## config.mk

```make
export PLATFORM = sky130hd
export DESIGN_NAME = frame_pattern_detector
export DESIGN_NICKNAME = d
export VERILOG_FILES = /design/src/rtl/fpd_pkg.sv /design/src/rtl/fpd_next.sv /design/src/rtl/fpd_state_reg.sv /design/src/rtl/fpd_flags.sv /design/src/rtl/frame_pattern_detector.sv
export SDC_FILE = /design/constraint.sdc
export NUM_CORES = 1
export LEC_CHECK = 0
export BUFFER_PORTS_ARGS = -buffer_cell sky130_fd_sc_hd__buf_2
export CAP_MARGIN = 20
export CORE_MARGIN = 8
export CORE_UTILIZATION = 25
export DETAILED_ROUTE_END_ITERATION = 8
export PLACE_DENSITY = 0.42
export SYNTH_ARGS = -nofsm -noshare
export SYNTH_HDL_FRONTEND = slang
export SYNTH_SLANG_ARGS = --single-unit
```

## constraint.sdc

```tcl
create_clock -name clk -period 2.8 [get_ports clk]
set_clock_uncertainty 0.15 [all_clocks]
set_input_delay 0.56 -clock clk [delete_from_list [all_inputs] [get_ports clk]]
set_output_delay 0.56 -clock clk [all_outputs]
set_load 0.02 [all_outputs]
```

## src/rtl/fpd_pkg.sv

```systemverilog
package fpd_pkg;
  localparam int CODE_W = 4;

  typedef enum logic [CODE_W-1:0] {
    ST_IDLE = 4'b0000,
    ST_B0   = 4'b0001,
    ST_B1   = 4'b0100,
    ST_B00  = 4'b1001,
    ST_B01  = 4'b0011,
    ST_B10  = 4'b1100,
    ST_B11  = 4'b0101,
    ST_MISS = 4'b1101,
    ST_HITA = 4'b0010,
    ST_HITB = 4'b0111
  } fpd_state_e;
endpackage

```

## src/rtl/fpd_next.sv

```systemverilog
module fpd_next
  import fpd_pkg::*;
(
  input  fpd_state_e cur,
  input  logic       bit_in,
  output fpd_state_e nxt
);
  always_comb begin
    case (cur)
      ST_IDLE: nxt = bit_in ? ST_B1 : ST_B0;
      ST_B0:   nxt = bit_in ? ST_B01 : ST_B00;
      ST_B1:   nxt = bit_in ? ST_B11 : ST_B10;
      ST_B00:  nxt = ST_MISS;
      ST_B10:  nxt = ST_MISS;
      ST_B01:  nxt = bit_in ? ST_HITA : ST_MISS;
      ST_B11:  nxt = bit_in ? ST_MISS : ST_HITB;
      ST_MISS: nxt = ST_IDLE;
      ST_HITA: nxt = ST_IDLE;
      ST_HITB: nxt = ST_IDLE;
      default: nxt = ST_IDLE;
    endcase
  end
endmodule

```

## src/rtl/fpd_state_reg.sv

```systemverilog
module fpd_state_reg
  import fpd_pkg::*;
(
  input  logic       clk,
  input  logic       rst_n,
  input  fpd_state_e nxt,
  output fpd_state_e cur
);
  always_ff @(posedge clk or negedge rst_n) begin
    if (!rst_n) cur <= ST_IDLE;
    else        cur <= nxt;
  end
endmodule

```

## src/rtl/fpd_flags.sv

```systemverilog
module fpd_flags
  import fpd_pkg::*;
#(
  parameter int N_FLAGS = 2
) (
  input  logic               clk,
  input  logic               rst_n,
  input  fpd_state_e         nxt,
  output logic [N_FLAGS-1:0] flags
);
  localparam fpd_state_e HIT_CODES [2] = '{ST_HITA, ST_HITB};

  for (genvar g = 0; g < N_FLAGS; g++) begin : g_flag
    always_ff @(posedge clk or negedge rst_n) begin
      if (!rst_n) flags[g] <= 1'b0;
      else        flags[g] <= (nxt == HIT_CODES[g]);
    end
  end
endmodule

```

## src/rtl/frame_pattern_detector.sv

```systemverilog
module frame_pattern_detector
  import fpd_pkg::*;
(
  input  logic              clk,
  input  logic              rst_n,
  input  logic              sdin,
  output logic              hit_a,
  output logic              hit_b,
  output logic [CODE_W-1:0] state_code
);
  fpd_state_e cur_st;
  fpd_state_e nxt_st;
  logic [1:0] flag_q;

  fpd_next u_next (
    .cur    (cur_st),
    .bit_in (sdin),
    .nxt    (nxt_st)
  );

  fpd_state_reg u_sreg (
    .clk   (clk),
    .rst_n (rst_n),
    .nxt   (nxt_st),
    .cur   (cur_st)
  );

  fpd_flags #(.N_FLAGS(2)) u_flags (
    .clk   (clk),
    .rst_n (rst_n),
    .nxt   (nxt_st),
    .flags (flag_q)
  );

  assign hit_a      = flag_q[0];
  assign hit_b      = flag_q[1];
  assign state_code = cur_st;
endmodule

```

==> impl_results.md, run 1 <==
* Status: finished, final reports clean
* Worst skew pair latency at 0.24 ns
* Leakage at 0.187 nW
* CTS buffer count at 3
* #FFs+latches synth at 6
* Post-DR wirelength/cell at 12.4 um
* Element type at the critical path end: output port
* Die ar. at approximately 2700 sq um
* Achievable frequency at 0.580 GHz
* Drt drc at 0
* Most common cell after layout, fill and taps aside: buf_2
* Clock-pin slew on the worst setup and hold paths at 0.04 ns
* Total gr overflow at 0
* Global-route wire length before repair at 1120 um
* Die height at ~52 um
* Clock buffer depth at 2
* RR Startpoint: u_sreg.cur[0]$_DFF_PN0_
* Setup_tns at 0 ns
* Final Hold Violating Endpoints at 0
* Vias at 288
* Initial antenna violation count at 0
* Synth Warn # at 0
* Final Non-Filler Cells at between 50 and 60
* Initial detailed-routing violation count at 5
* Design Power at ~0.00051 W
* CTS Hold Bufs at 1
* Power per Cell Area at roughly 1300 nW/um^2
* Max-slew headroom at 0.773
* First drt pass iteration count at 4
* WP data arrival at 1.01 ns
* Critical-path cell list: buf_2
* Commonest cells after routing, fill and taps aside: buf_2 (8), dfrtp_1 (6), nand2b_1 (5)
* Post-Place Cells at between 50 and 60
* Critical Path Source: u_sreg.cur[2]$_DFF_PN0_
* DR vias/cell at 4.88
* Rows at 13
* GRT Resource Usage Total at 0.0536
* Synth Net Count at 37
* Element type at the critical path start: register
* Die Wd at 52.4 um
* Delay-heaviest family, CP: flip-flops
* Layout cell share with drive strength beyond 1 at 0.318
* Number of buffers added on ports at 8
* Cell Area, Placed at 374 sq um
* Post-CTS Setup Inserts at 0
* CTS Sinks at 6
* Pin count of the biggest net entering global routing at 13
* Worst path bufs/invs at 1
* Nets at just under 50
* Worst Path Required at 2.09 ns
* Cell count after synthesis at 34
* Min-delay worst type: input pin to register
* Vias in the first global route at 257
* Setup-failing EPs final at 0
* Mapped Area at 332 sq um
* Starting Density at 0.261
* CTS tree: built
* Core footprint at 1270 sq um
* Crit Path Category: register to output port
* Final Instance Area at 407 sq um
* Slowest stage delay, CP at 0.54 ns
* Max-capacitance violation count at 0
* WL final at ~730 um
* Routability cong. at 0.763
* Synth-to-Final Area Change at 22.6%
* Largest fanout on the critical path at 12
* RSZ-0062 raised after global routing: no
* Worst hold start: sdin
* # diodes at 0
* H-tree levels at 1
* Post-layout minimum cycle time at approximately 1.7 ns
* Worst hold slack at 0.450 ns
* Slowest cell on crit path: dfrtp_1
* Register area share after synthesis at 0.453
* CTS Root Cell: clkbuf_4
* Num ports at 9
* Max Slew Vio Count at 0
* Worst vdd ir at 0.325 mV
* Final Cycle Share at 0.615
* # resized after CTS at 0
* Measured slew at the worst slew-check pin at 0.341 ns
* Post-route ant nets at 0
* Library cells used by synthesis at 20
* Mean area per synthesized cell at 9.75 sq um
cells in the mapped netlist, drive strengths merged:
cell	instances	area (sq um)
o22ai	1	6.26
a21oi	3	15.0
a2bb2oi	1	8.76
nand2	1	3.75
buf	2	16.3
nor2	4	15.0
o21ai	2	13.8
nand3b	1	7.51
nor2b	1	6.26
nand2b	5	31.3
and3	1	6.26
or3	1	6.26
mux2	1	11.3
dfrtp	6	150
o32a	1	11.3
inv	1	3.75
a311o	1	10.0
o22a	1	8.76
power breakdown:
group	internal, W	switching, W
clock network	0.0000483	0.0000288
logic	0.000120	0.000121
registers	0.000121	0.0000708
state kept, by name (all words and copies together), names as in the netlist:
signal         count
u_flags.flags      2
u_sreg.cur         4
worst paths after layout:
check	to	slack, ns	depth (start not counted)
max	state_code[2]	1.08	1
min	u_sreg.cur[3]$_DFF_PN0_	0.45	2
max reg2reg	u_sreg.cur[3]$_DFF_PN0_	1.44	3
min reg2reg	u_sreg.cur[0]$_DFF_PN0_	0.47	1
max in group asynchronous	u_sreg.cur[1]$_DFF_PN0_	1.84	2
min in group asynchronous	u_sreg.cur[2]$_DFF_PN0_	0.52	2
per-layer routing:
| layer | vias to the layer above | wire length [um] | track usage |
|---|---|---|---|
| met5 | - | 0 | 0 |
| met4 | 0 | 0 | 0.0259 |
| met3 | 0 | 70 | 0.0341 |
| met2 | 10 | 316 | 0.0731 |
| met1 | 136 | 344 | 0.0632 |
| li1 | 142 | - | - |
cell families after synthesis:
logic type	count (synthesis)	share of synthesized area
and+or+nand+nor	14	0.230
DFF	6	0.453
buffers and inverters	3	0.0603
AOI/OAI and AO/OA	10	0.223
muxes	1	0.0340
layout make-up:
type | count | area [sq um]
fillers | 135 | 862
multi-input cells | 25 | 161
flip-flops and latches | 6 | 150
repair buffers | 9 | 50.0
clock buffers | 3 | 22.5
well taps | 15 | 18.8
inverters | 1 | 3.75
metrics by stage:
stage          setup WS, ns   util
6_report               1.08  0.321
4_1_cts                1.08  0.321
3_3_place_gp           1.30  0.295
3_5_place_dp           1.33  0.295
2_1_floorplan          1.42      -
5_1_grt                1.04  0.321
No activity file was read; power rests on OpenSTA's default activity.
==> run 2: changes to the inputs <==
==> constraint.sdc (replaced) <==
create_clock -name clk -period 1.75 [get_ports clk]
set_clock_uncertainty 0.15 [all_clocks]
set_input_delay 0.35 -clock clk [delete_from_list [all_inputs] [get_ports clk]]
set_output_delay 0.35 -clock clk [all_outputs]
set_load 0.02 [all_outputs]
==> run 2 against run 1 <==
Net effect:
- combinational power is 61% higher
- final area stayed put
- first-iteration DRC count is 140% higher
- non-clock buffer count stayed put
- utilization stayed put
- count of clock-buffer cells in the layout stayed put
- routed wire length is 12% higher
- cell count stayed put
- register-to-register slack worse by 1.0 ns
- critical path type unchanged
- critical endpoint unchanged
==> impl_results.md, run 2 (synthesis results as in run 1) <==
* Nets at 49
* Min-delay worst type: input pin to register
* Die Wd at 52.4 um
* Measured slew at the worst slew-check pin at 0.369 ns
* Most common cell after layout, fill and taps aside: buf_2
* Power per Cell Area at 2030 nW/um^2
* Core footprint at 1270 sq um
* First drt pass iteration count at 4
* Routability cong. at 0.771
* Post-Place Cells at 55
* Hold path cells at 2
* Worst hold start: sdin
* Crit path depth at 1
* Commonest cells after routing, fill and taps aside: buf_2 (8), dfrtp_1 (6), nand2b_1 (5)
* Flop2flop setup slack at 0.40 ns
* Critical-path cell list: buf_2
* Setup-failing EPs final at 0
* Die height at 52.4 um
* Slowest cell on crit path: dfrtp_1
* Max reg flops at 4
* CTS Root Cell: clkbuf_4
* Number of buffers added on ports at 8
* H-tree levels at 1
* Final Non-Filler Cells at 59
* Die ar. at 2750 sq um
* Max-capacitance violation count at 0
* CTS buffer count at 3
* Largest fanout on the critical path at 12
* Post-DP HPWL at 596 um
* Initial detailed-routing violation count at 12
* Global-route wire length before repair at 1390 um
* CTS Sinks at 6
* Crit Path Category: register to output port
* Post-layout minimum cycle time at 1.53 ns
* Biggest regs: u_sreg.cur: 4 flops, u_flags.flags: 2 flops
* Clock-pin slew on the worst setup and hold paths at 0.05 ns
* Rows at 13
* Vias at 286
* Top reg by flops: u_sreg.cur
* Post-DR wirelength/cell at roughly 14 um
* Starting Density at 0.261
* Achievable frequency at 0.652 GHz
* Max-slew headroom at 0.754
* Initial antenna violation count at 0
* Total gr overflow at 0
* Max Slew Vio Count at 0
* Worst hold slack at 0.237 ns
* Final Hold Violating Endpoints at 0
* Worst reg2reg path endpoint: u_sreg.cur[2]$_DFF_PN0_
* GRT Resource Usage Total at 0.0700
* RSZ-0062 raised after global routing: no
* Vias in the first global route at 290
* Reg2Reg Depth at 3
* Num ports at 9
* Post-route ant nets at 0
* Layout cell share with drive strength beyond 1 at 0.318
* DR vias/cell at 4.85
* RR Startpoint: u_sreg.cur[2]$_DFF_PN0_
* Worst skew pair latency at 0.25 ns
* Synth-to-Final Area Change at 22.6%
* Worst Path Required at 1.25 ns
* Element type at the critical path start: register
* WL final at about 820 um
* Leakage at 0.187 nW
* Hold Path Sink: u_sreg.cur[3]$_DFF_PN0_
* Delay-heaviest family, CP: flip-flops
* Element type at the critical path end: output port
* Status: finished, final reports clean
* CTS tree: built
* Pin count of the biggest net entering global routing at 13
* # resized after CTS at 0
* Clock buffer depth at 2
* Worst vdd ir at 0.628 mV
* Drt drc at 0
* # diodes at 0
* WP data arrival at 1.03 ns
* Slowest stage delay, CP at roughly 0.55 ns
* Setup_tns at 0 ns
* Worst path bufs/invs at 1
* Final Cycle Share at 0.877
## run 2: how the worst max path moves through the flow
stage                                       start                 endpoint  slack, ns
after floorplan           u_sreg.cur[0]$_DFF_PN0_  u_sreg.cur[3]$_DFF_PN0_       0.37
after global placement    u_sreg.cur[1]$_DFF_PN0_  u_sreg.cur[0]$_DFF_PN0_       0.44
after detailed placement  u_sreg.cur[0]$_DFF_PN0_  u_sreg.cur[3]$_DFF_PN0_       0.43
after CTS                 u_sreg.cur[2]$_DFF_PN0_            state_code[2]       0.21
after global routing      u_sreg.cur[2]$_DFF_PN0_            state_code[2]       0.16
final                     u_sreg.cur[2]$_DFF_PN0_            state_code[2]       0.22
## run 2: per-stage QoR
stage / util / area (sq um) / worst slack [ns] / total power, W
global placement: 0.295 / 374 / 0.436 / 0.000684
detailed placement: 0.295 / 374 / 0.433 / 0.000695
CTS: 0.321 / 407 / 0.207 / 0.000833
floorplan: - / 332 / 0.375 / 0.000609
finish: 0.321 / 407 / 0.216 / 0.000825
global route: 0.321 / 407 / 0.158 / 0.000894
## run 2: final cells by class
class	count	area [sq um]
Tap cell	15	18.8
Fill cell	140	862
Clock buffer	3	22.5
Multi-Input combinational cell	25	161
Sequential cell	6	150
Inverter	1	3.75
Timing Repair Buffer	9	50.0
## run 2: layer usage
metal | vias up | track usage | wire (um)
li1 | 142 | - | -
met1 | 138 | 0.0744 | 385
met2 | 6 | 0.0968 | 366
met3 | 0 | 0.0369 | 68
met4 | 0 | 0.0647 | 0
met5 | - | 0 | 0
## run 2: where the power goes
| group | leakage, nW | total [W] | switching [W] | internal (W) |
|---|---|---|---|---|
| combinational | 0.0980 | 0.000390 | 0.000198 | 0.000192 |
| sequential | 0.0756 | 0.000305 | 0.000113 | 0.000193 |
| clock | 0.0138 | 0.000130 | 0.0000524 | 0.0000778 |
## run 2: timing repair
action,CTS,global route
buffers inserted,0,0
hold endpoints to repair,6,0
hold buffers,1,0
